File: config.mk
export PLATFORM = sky130hd
export DESIGN_NAME = lcd_timing_gen
export DESIGN_NICKNAME = d
export VERILOG_FILES = /design/src/rtl/lcd_tg_pkg.sv /design/src/rtl/lcd_tg_regs.sv /design/src/rtl/lcd_tg_window.sv /design/src/rtl/lcd_timing_gen.sv
export SDC_FILE = /design/constraint.sdc
export NUM_CORES = 1
export LEC_CHECK = 0
export ABC_AREA = 0
export CORE_MARGIN = 4
export CORE_UTILIZATION = 40
export DETAILED_ROUTE_END_ITERATION = 8
export PLACE_DENSITY = 0.67
export SKIP_CTS_REPAIR_TIMING = 1
export SLEW_MARGIN = 5
export SYNTH_ARGS = -nofsm -noshare
export SYNTH_HDL_FRONTEND = slang
export SYNTH_SLANG_ARGS = --single-unit
File: constraint.sdc
create_clock -name clk -period 7.8 [get_ports clk]
set_clock_uncertainty 0.1 [all_clocks]
set_input_delay 1.17 -clock clk [delete_from_list [all_inputs] [get_ports clk]]
set_output_delay 1.17 -clock clk [all_outputs]
set_load 0.1 [all_outputs]
File: src/rtl/lcd_tg_pkg.sv
package lcd_tg_pkg;
    localparam int CW    = 16;
    localparam int DW    = 2 * CW;
    localparam int AW    = 3;
    localparam int NBANK = 6;

    localparam logic [AW-1:0] A_CTRL = 3'd0;

    // bank slots (address minus one)
    localparam int I_CFG   = 0;
    localparam int I_HSYNC = 1;
    localparam int I_VSYNC = 2;
    localparam int I_HACT  = 3;
    localparam int I_VACT  = 4;
    localparam int I_TOTAL = 5;
    localparam int NWIN    = 4;

    localparam int CTRL_EN  = 3;
    localparam int CTRL_DIS = 4;
    localparam int CFG_SER  = 0;
    localparam int CFG_PINV = 1;
    localparam int CFG_HINV = 2;
    localparam int CFG_VINV = 3;

    localparam int PH_LAST = 2;

    typedef enum logic [1:0] {ST_IDLE, ST_RUN, ST_DRAIN} tg_state_e;

    typedef struct packed {
        tg_state_e      st;
        logic [CW-1:0]  h;
        logic [CW-1:0]  v;
        logic [1:0]     ph;
    } tg_core_s;
endpackage

File: src/rtl/lcd_tg_regs.sv
module lcd_tg_regs
    import lcd_tg_pkg::*;
#(
    parameter int N = NBANK
) (
    input  logic                 clk,
    input  logic                 rst_n,
    input  logic                 wr_en,
    input  logic [AW-1:0]        wr_addr,
    input  logic [DW-1:0]        wr_data,
    input  logic                 load,
    output logic [N-1:0][DW-1:0] bank_o
);
    logic [N-1:0][DW-1:0] pend_d, pend_q, shad_d, shad_q;

    always_comb begin
        pend_d = pend_q;
        for (int i = 0; i < N; i++) begin
            if (wr_en && wr_addr == AW'(i + 1)) pend_d[i] = wr_data;
        end
        shad_d = load ? pend_d : shad_q;
    end

    always_ff @(posedge clk or negedge rst_n) begin
        if (!rst_n) begin
            pend_q <= '0;
            shad_q <= '0;
        end else begin
            pend_q <= pend_d;
            shad_q <= shad_d;
        end
    end

    assign bank_o = shad_q;
endmodule

File: src/rtl/lcd_tg_window.sv
module lcd_tg_window #(
    parameter int W = 16
) (
    input  logic [W-1:0]   cnt,
    input  logic [2*W-1:0] bounds,
    output logic           hit
);
    logic [W-1:0] lo, hi;
    assign lo  = bounds[2*W-1:W];
    assign hi  = bounds[W-1:0];
    assign hit = (cnt >= lo) && (cnt < hi);
endmodule

File: src/rtl/lcd_timing_gen.sv
module lcd_timing_gen
    import lcd_tg_pkg::*;
(
    input  logic          clk,
    input  logic          rst_n,
    input  logic          pclk_en,
    input  logic          wr_en,
    input  logic [AW-1:0] wr_addr,
    input  logic [DW-1:0] wr_data,
    input  logic          quick_dis,
    output logic          hsync_o,
    output logic          vsync_o,
    output logic          de_o,
    output logic          pclk_inv_o,
    output logic [CW-1:0] h_cnt_o,
    output logic [CW-1:0] v_cnt_o
);
    tg_core_s                 q, d;
    logic [NBANK-1:0][DW-1:0] bank;
    logic [NWIN-1:0]          win;
    logic [DW-1:0]            cfg;
    logic [CW-1:0]            htot, vtot;
    logic running, serial, stretch, step, adv, h_last, v_last, frame_end, load;

    assign cfg     = bank[I_CFG];
    assign htot    = bank[I_TOTAL][DW-1:CW];
    assign vtot    = bank[I_TOTAL][CW-1:0];
    assign running = (q.st != ST_IDLE);
    assign serial  = cfg[CFG_SER];

    lcd_tg_regs #(.N(NBANK)) u_regs (
        .clk    (clk),
        .rst_n  (rst_n),
        .wr_en  (wr_en),
        .wr_addr(wr_addr),
        .wr_data(wr_data),
        .load   (load),
        .bank_o (bank)
    );

    // even slots compare the pixel counter, odd slots the line counter
    for (genvar g = 0; g < NWIN; g++) begin : g_win
        lcd_tg_window #(.W(CW)) u_win (
            .cnt   ((g % 2 == 0) ? q.h : q.v),
            .bounds(bank[I_HSYNC + g]),
            .hit   (win[g])
        );
    end

    assign h_last    = ({1'b0, q.h} + 17'd1) >= {1'b0, htot};
    assign v_last    = ({1'b0, q.v} + 17'd1) >= {1'b0, vtot};
    assign stretch   = serial && win[I_HACT - I_HSYNC];
    assign step      = !stretch || (q.ph == 2'(PH_LAST));
    assign adv       = running && pclk_en;
    assign frame_end = adv && step && h_last && v_last;
    assign load      = !running || frame_end;

    always_comb begin
        d = q;
        if (adv) begin
            if (!step) begin
                d.ph = q.ph + 2'd1;
            end else begin
                d.ph = '0;
                if (h_last) begin
                    d.h = '0;
                    d.v = v_last ? '0 : q.v + CW'(1);
                end else begin
                    d.h = q.h + CW'(1);
                end
            end
        end
        if (wr_en && wr_addr == A_CTRL) begin
            if (wr_data[CTRL_DIS] && running)
                d.st = ST_DRAIN;
            else if (wr_data[CTRL_EN] && !wr_data[CTRL_DIS] && !running)
                d.st = ST_RUN;
        end
        if (q.st == ST_DRAIN && frame_end) d.st = ST_IDLE;
        if (quick_dis) begin
            d.st = ST_IDLE;
            d.h  = '0;
            d.v  = '0;
            d.ph = '0;
        end
    end

    always_ff @(posedge clk or negedge rst_n) begin
        if (!rst_n) q <= '{st: ST_IDLE, h: '0, v: '0, ph: '0};
        else        q <= d;
    end

    assign hsync_o    = (running && win[0]) ^ cfg[CFG_HINV];
    assign vsync_o    = (running && win[1]) ^ cfg[CFG_VINV];
    assign de_o       = running && win[I_HACT - I_HSYNC] && win[I_VACT - I_HSYNC];
    assign pclk_inv_o = cfg[CFG_PINV];
    assign h_cnt_o    = q.h;
    assign v_cnt_o    = q.v;
endmodule

Word-level counts from Yosys, hierarchy flattened
Cells that the tools add are included.

word-level totals
  output and inout bits = 36
  bits in registers = 392
  input bits = 40
  word-level logic and storage cells = 97

operators by class
  mux-type cells = 17
  bitwise operators = 2
  equality and inequality tests = 8
  magnitude comparators = 10
  $add $sub $neg = 5
  reduce and logical (&&, ||, !) cells = 39

operator list
  operator                 count
  $mux W32                 7
  $ge A16 B16 Y1           4
  $lt A16 B16 Y1           4
  $mux W16                 3
  $mux W36                 1
  $add A16 B1 Y17 const B  2
  $ge A17 B16 Y1           2
  $mux W34                 1
  $add A16 B1 Y16 const B  2
  $logic_and A1 B1 Y1      24
  $mux W2                  5
  $eq A3 B3 Y1 const B     3
  $reduce_bool A2 Y1       4
  $eq A3 B2 Y1 const B     2
  $eq A2 B2 Y1 const B     2
  $reduce_and A2 Y1        2
  $reduce_bool A4 Y1       1
  $eq A3 B1 Y1 const B     1
  $logic_not A1 Y1         3
  $logic_not A3 Y1         1
  $reduce_and A3 Y1        1
  $reduce_bool A3 Y1       1
  $add A2 B1 Y2 const B    1
  $logic_or A1 B1 Y1       2
  $xor A1 B1 Y1            2

Logic depth before layout (Yosys ltp)
  depth in word-level cells = 11
  gate-level depth with buffers = 19
  mapped depth without buffers = 14

Modules after synthesis
Synthesis repeated with hierarchy kept, for this count alone.

second synthesis, totals
  cell total of the unflattened synthesis = 1656
  area, all modules = 21619.5 um2

by module, submodules not included
  module                               area an instance (um2)  times used  sequential area each (um2)  cells each
  lcd_tg_regs                          15095.7                 1           9609.2                      817
  lcd_timing_gen                       3374.5                  1           900.9                       419
  lcd_tg_window at g_win[0].u_win ...  795.8                   3           0.0                         105
  lcd_tg_window at g_win[1].u_win      762.0                   1           0.0                         105

Worst setup path after synthesis
Ideal clock, no wire load.

  path kind = register -> output
  from = register q (netlist bit h_cnt_o[2])
  to = output port de_o
  buffers on the path = 0
  data required time = 6530 ps
  data arrival time = 3836 ps
  slack = 2694 ps
  stages on the path, launching flop included = 9
  path through = dfrtp_1 -> ha_1 -> a211oi_1 -> o21ai_1 -> a21oi_1 -> nor3_1 -> nor3b_1 -> o2111ai_1 -> a211oi_1

between the ends
  word-level cells in the longest chain between the ends = 4
  elaborated cells between the ends (all ways) = 5
  classes of those cells = order compare (2); reduce/logical (3)

RTL lines
  what                                              RTL line              source
  start: declaration                                lcd_timing_gen.sv:18  tg_core_s q, d;
  start signal: assignment                          lcd_timing_gen.sv:89  if (!rst_n) q <= '{st: ST_IDLE, h: '0, v: '0, ph: '0};
  $ge A16 B16 Y1 or $lt A16 B16 Y1 (tied branches)  lcd_tg_window.sv:11   assign hit = (cnt >= lo) && (cnt < hi);
  $logic_and A1 B1 Y1 *                             lcd_tg_window.sv:11
  $logic_and A1 B1 Y1 * (2 in a row)                lcd_timing_gen.sv:95  assign de_o = running && win[I_HACT - I_HSYNC] && win[I_VACT - I_HSYNC];
  end: declaration                                  lcd_timing_gen.sv:13  output logic de_o,

Every way passes the cells marked *; elsewhere a longest branch is shown, timed or not.

Worst setup path in the final report
  from = register q (netlist bit v_cnt_o[0])
  to = output port vsync_o

between the ends
  word-level cells in the longest chain between the ends = 4
  elaborated cells between the ends (all ways) = 5
  classes of those cells = order compare (2); bitwise (1); reduce/logical (2)

RTL lines
  what                                              RTL line              source
  $ge A16 B16 Y1 or $lt A16 B16 Y1 (tied branches)  lcd_tg_window.sv:11
  $logic_and A1 B1 Y1 *                             lcd_tg_window.sv:11
  $logic_and A1 B1 Y1 *                             lcd_timing_gen.sv:94  assign vsync_o = (running && win[1]) ^ cfg[CFG_VINV];
  $xor A1 B1 Y1 *                                   lcd_timing_gen.sv:94
  end: declaration                                  lcd_timing_gen.sv:12  output logic vsync_o,

Marked as above.

==> run_results.csv <==
group,metric,value,unit
run_status,outcome,"finished, final reports clean",
logic_synthesis,post_synth_inst_count,1492,
drt,drtAntennaViolNets,0,
sta,hold_slack,384,ps
logic_synthesis,mapped_cell_area,19200,sq um
floorplan,die_w,227,microns
floorplan,die_height,227,microns
finish,drive_above_1_share,26.3,%
setup_path,cp.buffers_inverters,2,
clocking,cts_tree,"built",
setup_path,reg2reg_to,"u_regs.bank_o[95]$_DFFE_PN0P_",
finish,inserted_diodes,0,
setup_path,critical_path.most_common_cell,"sky130_fd_sc_hd__o21ai_0",
setup_path,cp-start-kind,"register",
sta,slew_headroom,26.8,%
sta,worst-slew-pin-transition,1090,ps
power,switching_fraction_of_total_power,26.0,%
logic_synthesis,synth_seq_area_share,47.6,%
power,leak_pwr,10.9,nW
power,seq_power_share,44.5,%
logic_synthesis,synth-seq-cells,364,
setup_path,timing.critical_path.to,"vsync_o",
finish,fin_util,46.0,%
setup_path,critical_path_arrival,4520,ps
sta,post-route-worst-setup-slack,2010,ps
placed_design,port-buffer-count,75,
power,cellPowerDensity,254,nW/um^2
setup_path,timing.reg2reg.setup_slack,2640,ps
finish,layout.cells.most_common_list,"364 x sky130_fd_sc_hd__dfrtp_1, 169 x sky130_fd_sc_hd__inv_1, 165 x sky130_fd_sc_hd__mux2_2, 159 x sky130_fd_sc_hd__mux2_4, 159 x sky130_fd_sc_hd__ha_1",
hold_path,worst_hold_path_type,"register to register",
logic_synthesis,yosysWarnings,0,
power,total_power,5.49,mW
drt,detailroute.via_count,11552,
logic_synthesis,mappedNetlistNets,1691,
global_routing,grt-ovfl-total,0,
sta,min_period_over_period,74.2,%
setup_path,critPathTopFamily,"buffers and inverters",
placed_design,dpl_hpwl,30.9,mm
drt,drtIter0Drc,754,
floorplan,io_pins,76,
setup_path,worst_setup_path_startpoint,"v_cnt_o[0]$_DFFE_PN0P_",
sta,report.final.slew_viol_count,0,
logic_synthesis,async_flop_share,100,%
global_routing,first_pass_grt_wire_length,70.3,mm
floorplan,num_rows,79,
sta,setup_viol_count_final,0,
global_routing,grt_max_degree,172,
sta,rsz0062_at_grt,"no",
drt,drc,0,
setup_path,timing.critical_path.slowest_cell_delay,1200,ps
power,clkPwrFrac,36.3,%
setup_path,launch_point_of_the_worst_reg_to_reg_path,"v_cnt_o[2]$_DFFE_PN0P_",
placed_design,detailedPlace.worstSlack,2720,ps
floorplan,die-area,51400,sq um
sta,finalHoldViolations,0,
power,switchingPower,1.43,mW
logic_synthesis,post-synth-top-area-fraction,47.6,%
logic_synthesis,synth_enable_flop_cells,0,
logic_synthesis,synth_area_leader_cell,"sky130_fd_sc_hd__dfrtp_1",
global_routing,grt_pass1_vias,12031,
drt,route.detailed.wl_per_inst,20.6,microns
clocking,clk_latency,560,ps
setup_path,path_class,"register to primary output",
setup_path,worst_setup_end_kind,"primary output",
sta,fmax,0.173,GHz
setup_path,worst-endpoint-required,6530,ps
drt,via_per_inst,5.32,
clocking,numClockSinks,364,
logic_synthesis,post_synth.cell_area_avg,12.8,sq um
setup_path,crit_path_max_fanout,9,
sta,fin_crit,5790,ps
logic_synthesis,synth.top_cells.by_area,"sky130_fd_sc_hd__dfrtp_1 48%, sky130_fd_sc_hd__mux2_4 12%, sky130_fd_sc_hd__ha_1 10%",
logic_synthesis,yosys_most_used_dff,"sky130_fd_sc_hd__dfrtp_1",
drt,drt_first_pass_iters,5,
sta,fin_setup_tns,0,ps
finish,final_common_cell,"sky130_fd_sc_hd__dfrtp_1",
clocking,htreeDepth,2,
floorplan,floorplan.initialDensity,40.8,%
run,drv.max_cap_violation_count,0,
logic_synthesis,synth_cell_type_count,66,
placed_design,gpl.final_weighted_congestion,0.824,
global_routing,antenna_found_initial,1,
clocking,numCtsBuffers,40,
floorplan,core_region,47000,sq um
global_routing,track_usage,17.5,%
drt,route.final.wire_length,44.7,mm
finish,layout-area-overhead-vs-synth,12.8,%
clocking,root_buffer,"sky130_fd_sc_hd__clkbuf_16",
setup_path,worstRegToRegCells,15,
power,share_comb_of_total_power,19.2,%
clocking,cts_buffer_depth,3,
power,power.ir.vdd_worst,0.145,mV
setup_path,crit_chain,"inv_1 > ha_1 > nand2b_1 > a31oi_1 > o21ai_0 > a21oi_1 > o21ai_0 > o211ai_1 > xnor2_1 > clkdlybuf4s50_1",
power,internal_power,4.06,mW
setup_path,cp_num_cells,10,
finish,num-nets-final,1738,
setup_path,critPathSlowestCell,"sky130_fd_sc_hd__clkdlybuf4s50_1",
clocking,worst_setup_hold_path_clk_slew,60,ps
[through the flow]
| stage | std cells | instance area, sq um |
|---|---|---|
| floorplan | 1492 | 19200 |
| global placement | 2104 | 20200 |
| detailed placement | 2104 | 20200 |
| CTS | 2172 | 21600 |
| global route | 2172 | 21600 |
| finish | 2172 | 21600 |
[how the worst min path moves through the flow]
stage,slack [ps],cells after the start,start,endpoint
floorplan,350,2,u_regs.pend_q[0]$_DFF_PN0_,u_regs.pend_q[0]$_DFF_PN0_
global placement,370,1,u_regs.bank_o[64]$_DFFE_PN0P_,u_regs.bank_o[64]$_DFFE_PN0P_
detailed placement,380,1,u_regs.bank_o[64]$_DFFE_PN0P_,u_regs.bank_o[64]$_DFFE_PN0P_
CTS,390,1,u_regs.bank_o[64]$_DFFE_PN0P_,u_regs.bank_o[64]$_DFFE_PN0P_
global route,400,1,u_regs.pend_q[155]$_DFF_PN0_,u_regs.pend_q[155]$_DFF_PN0_
finish,380,1,u_regs.bank_o[64]$_DFFE_PN0P_,u_regs.bank_o[64]$_DFFE_PN0P_
[flip-flops by register name, summed over array words and instances (netlist names)]
signal,flops
h_cnt_o,16
u_regs.pend_q,164
v_cnt_o,16
u_regs.bank_o,164
q,4
[final cells by class]
cell class,instances,area [sq um]
clock buffer,56,1180
clock inverter,12,203
fill,4169,25300
inverter,169,634
multi-input combinational,877,8840
sequential,364,9110
tap,607,759
timing repair buffer,87,871
[Yosys cell counts, types with 3 or more instances]
cell	number
sky130_fd_sc_hd__a2111oi_0	4
sky130_fd_sc_hd__a211oi_1	13
sky130_fd_sc_hd__a21o_1	29
sky130_fd_sc_hd__a21oi_1	37
sky130_fd_sc_hd__a221o_1	6
sky130_fd_sc_hd__a22o_1	8
sky130_fd_sc_hd__a311oi_1	3
sky130_fd_sc_hd__a31oi_1	3
sky130_fd_sc_hd__a32o_1	5
sky130_fd_sc_hd__and2_1	3
sky130_fd_sc_hd__and3_1	13
sky130_fd_sc_hd__and4_1	5
sky130_fd_sc_hd__buf_4	32
sky130_fd_sc_hd__buf_6	18
sky130_fd_sc_hd__clkbuf_1	29
sky130_fd_sc_hd__dfrtp_1	364
sky130_fd_sc_hd__ha_1	159
sky130_fd_sc_hd__inv_1	169
sky130_fd_sc_hd__mux2_1	4
sky130_fd_sc_hd__mux2_2	165
sky130_fd_sc_hd__mux2_4	159
sky130_fd_sc_hd__nand2_1	27
sky130_fd_sc_hd__nand2b_1	11
sky130_fd_sc_hd__nand3_1	23
sky130_fd_sc_hd__nand4_1	22
sky130_fd_sc_hd__nand4b_1	3
sky130_fd_sc_hd__nor2_1	20
sky130_fd_sc_hd__nor2b_1	8
sky130_fd_sc_hd__nor3_1	13
sky130_fd_sc_hd__nor3b_1	8
sky130_fd_sc_hd__nor4_1	14
sky130_fd_sc_hd__o2111ai_1	5
sky130_fd_sc_hd__o211ai_1	4
sky130_fd_sc_hd__o21a_1	3
sky130_fd_sc_hd__o21ai_0	29
sky130_fd_sc_hd__o2bb2ai_1	9
sky130_fd_sc_hd__or3_1	4
sky130_fd_sc_hd__xnor2_1	15
sky130_fd_sc_hd__xor2_1	15
[power by group through the flow]
stage	Clock, mW	Sequential [mW]	Combinational [mW]
detailed placement	0	2.47	1.06
global placement	0	2.46	1.02
CTS	2.04	2.44	1.06
finish	1.99	2.44	1.05
floorplan	0	2.42	0.799
global route	2.11	2.49	1.17
[cell families after synthesis]
logic type / after synthesis / synth area share (%)
buffers and inverters: 251 / 6.32
multiplexers: 329 / 22.5
flip-flops: 364 / 47.6
adder cells (fa/ha/maj): 159 / 10.4
XOR/XNOR: 30 / 1.37
AND/OR/NAND/NOR: 184 / 5.48
AO/OA/AOI/OAI: 175 / 6.43
[routing by layer]
| metal | wire (microns) | part of all wire, % | global-route usage [%] | vias up |
|---|---|---|---|---|
| met5 | 11 | 0.025 | 0 | - |
| met4 | 1230 | 2.8 | 5.52 | 2 |
| met3 | 1970 | 4.4 | 2.58 | 68 |
| met2 | 20100 | 45 | 27.3 | 230 |
| met1 | 21400 | 48 | 25.4 | 5908 |
| li1 | - | - | - | 5344 |
Power figures use the tool's default switching activity.
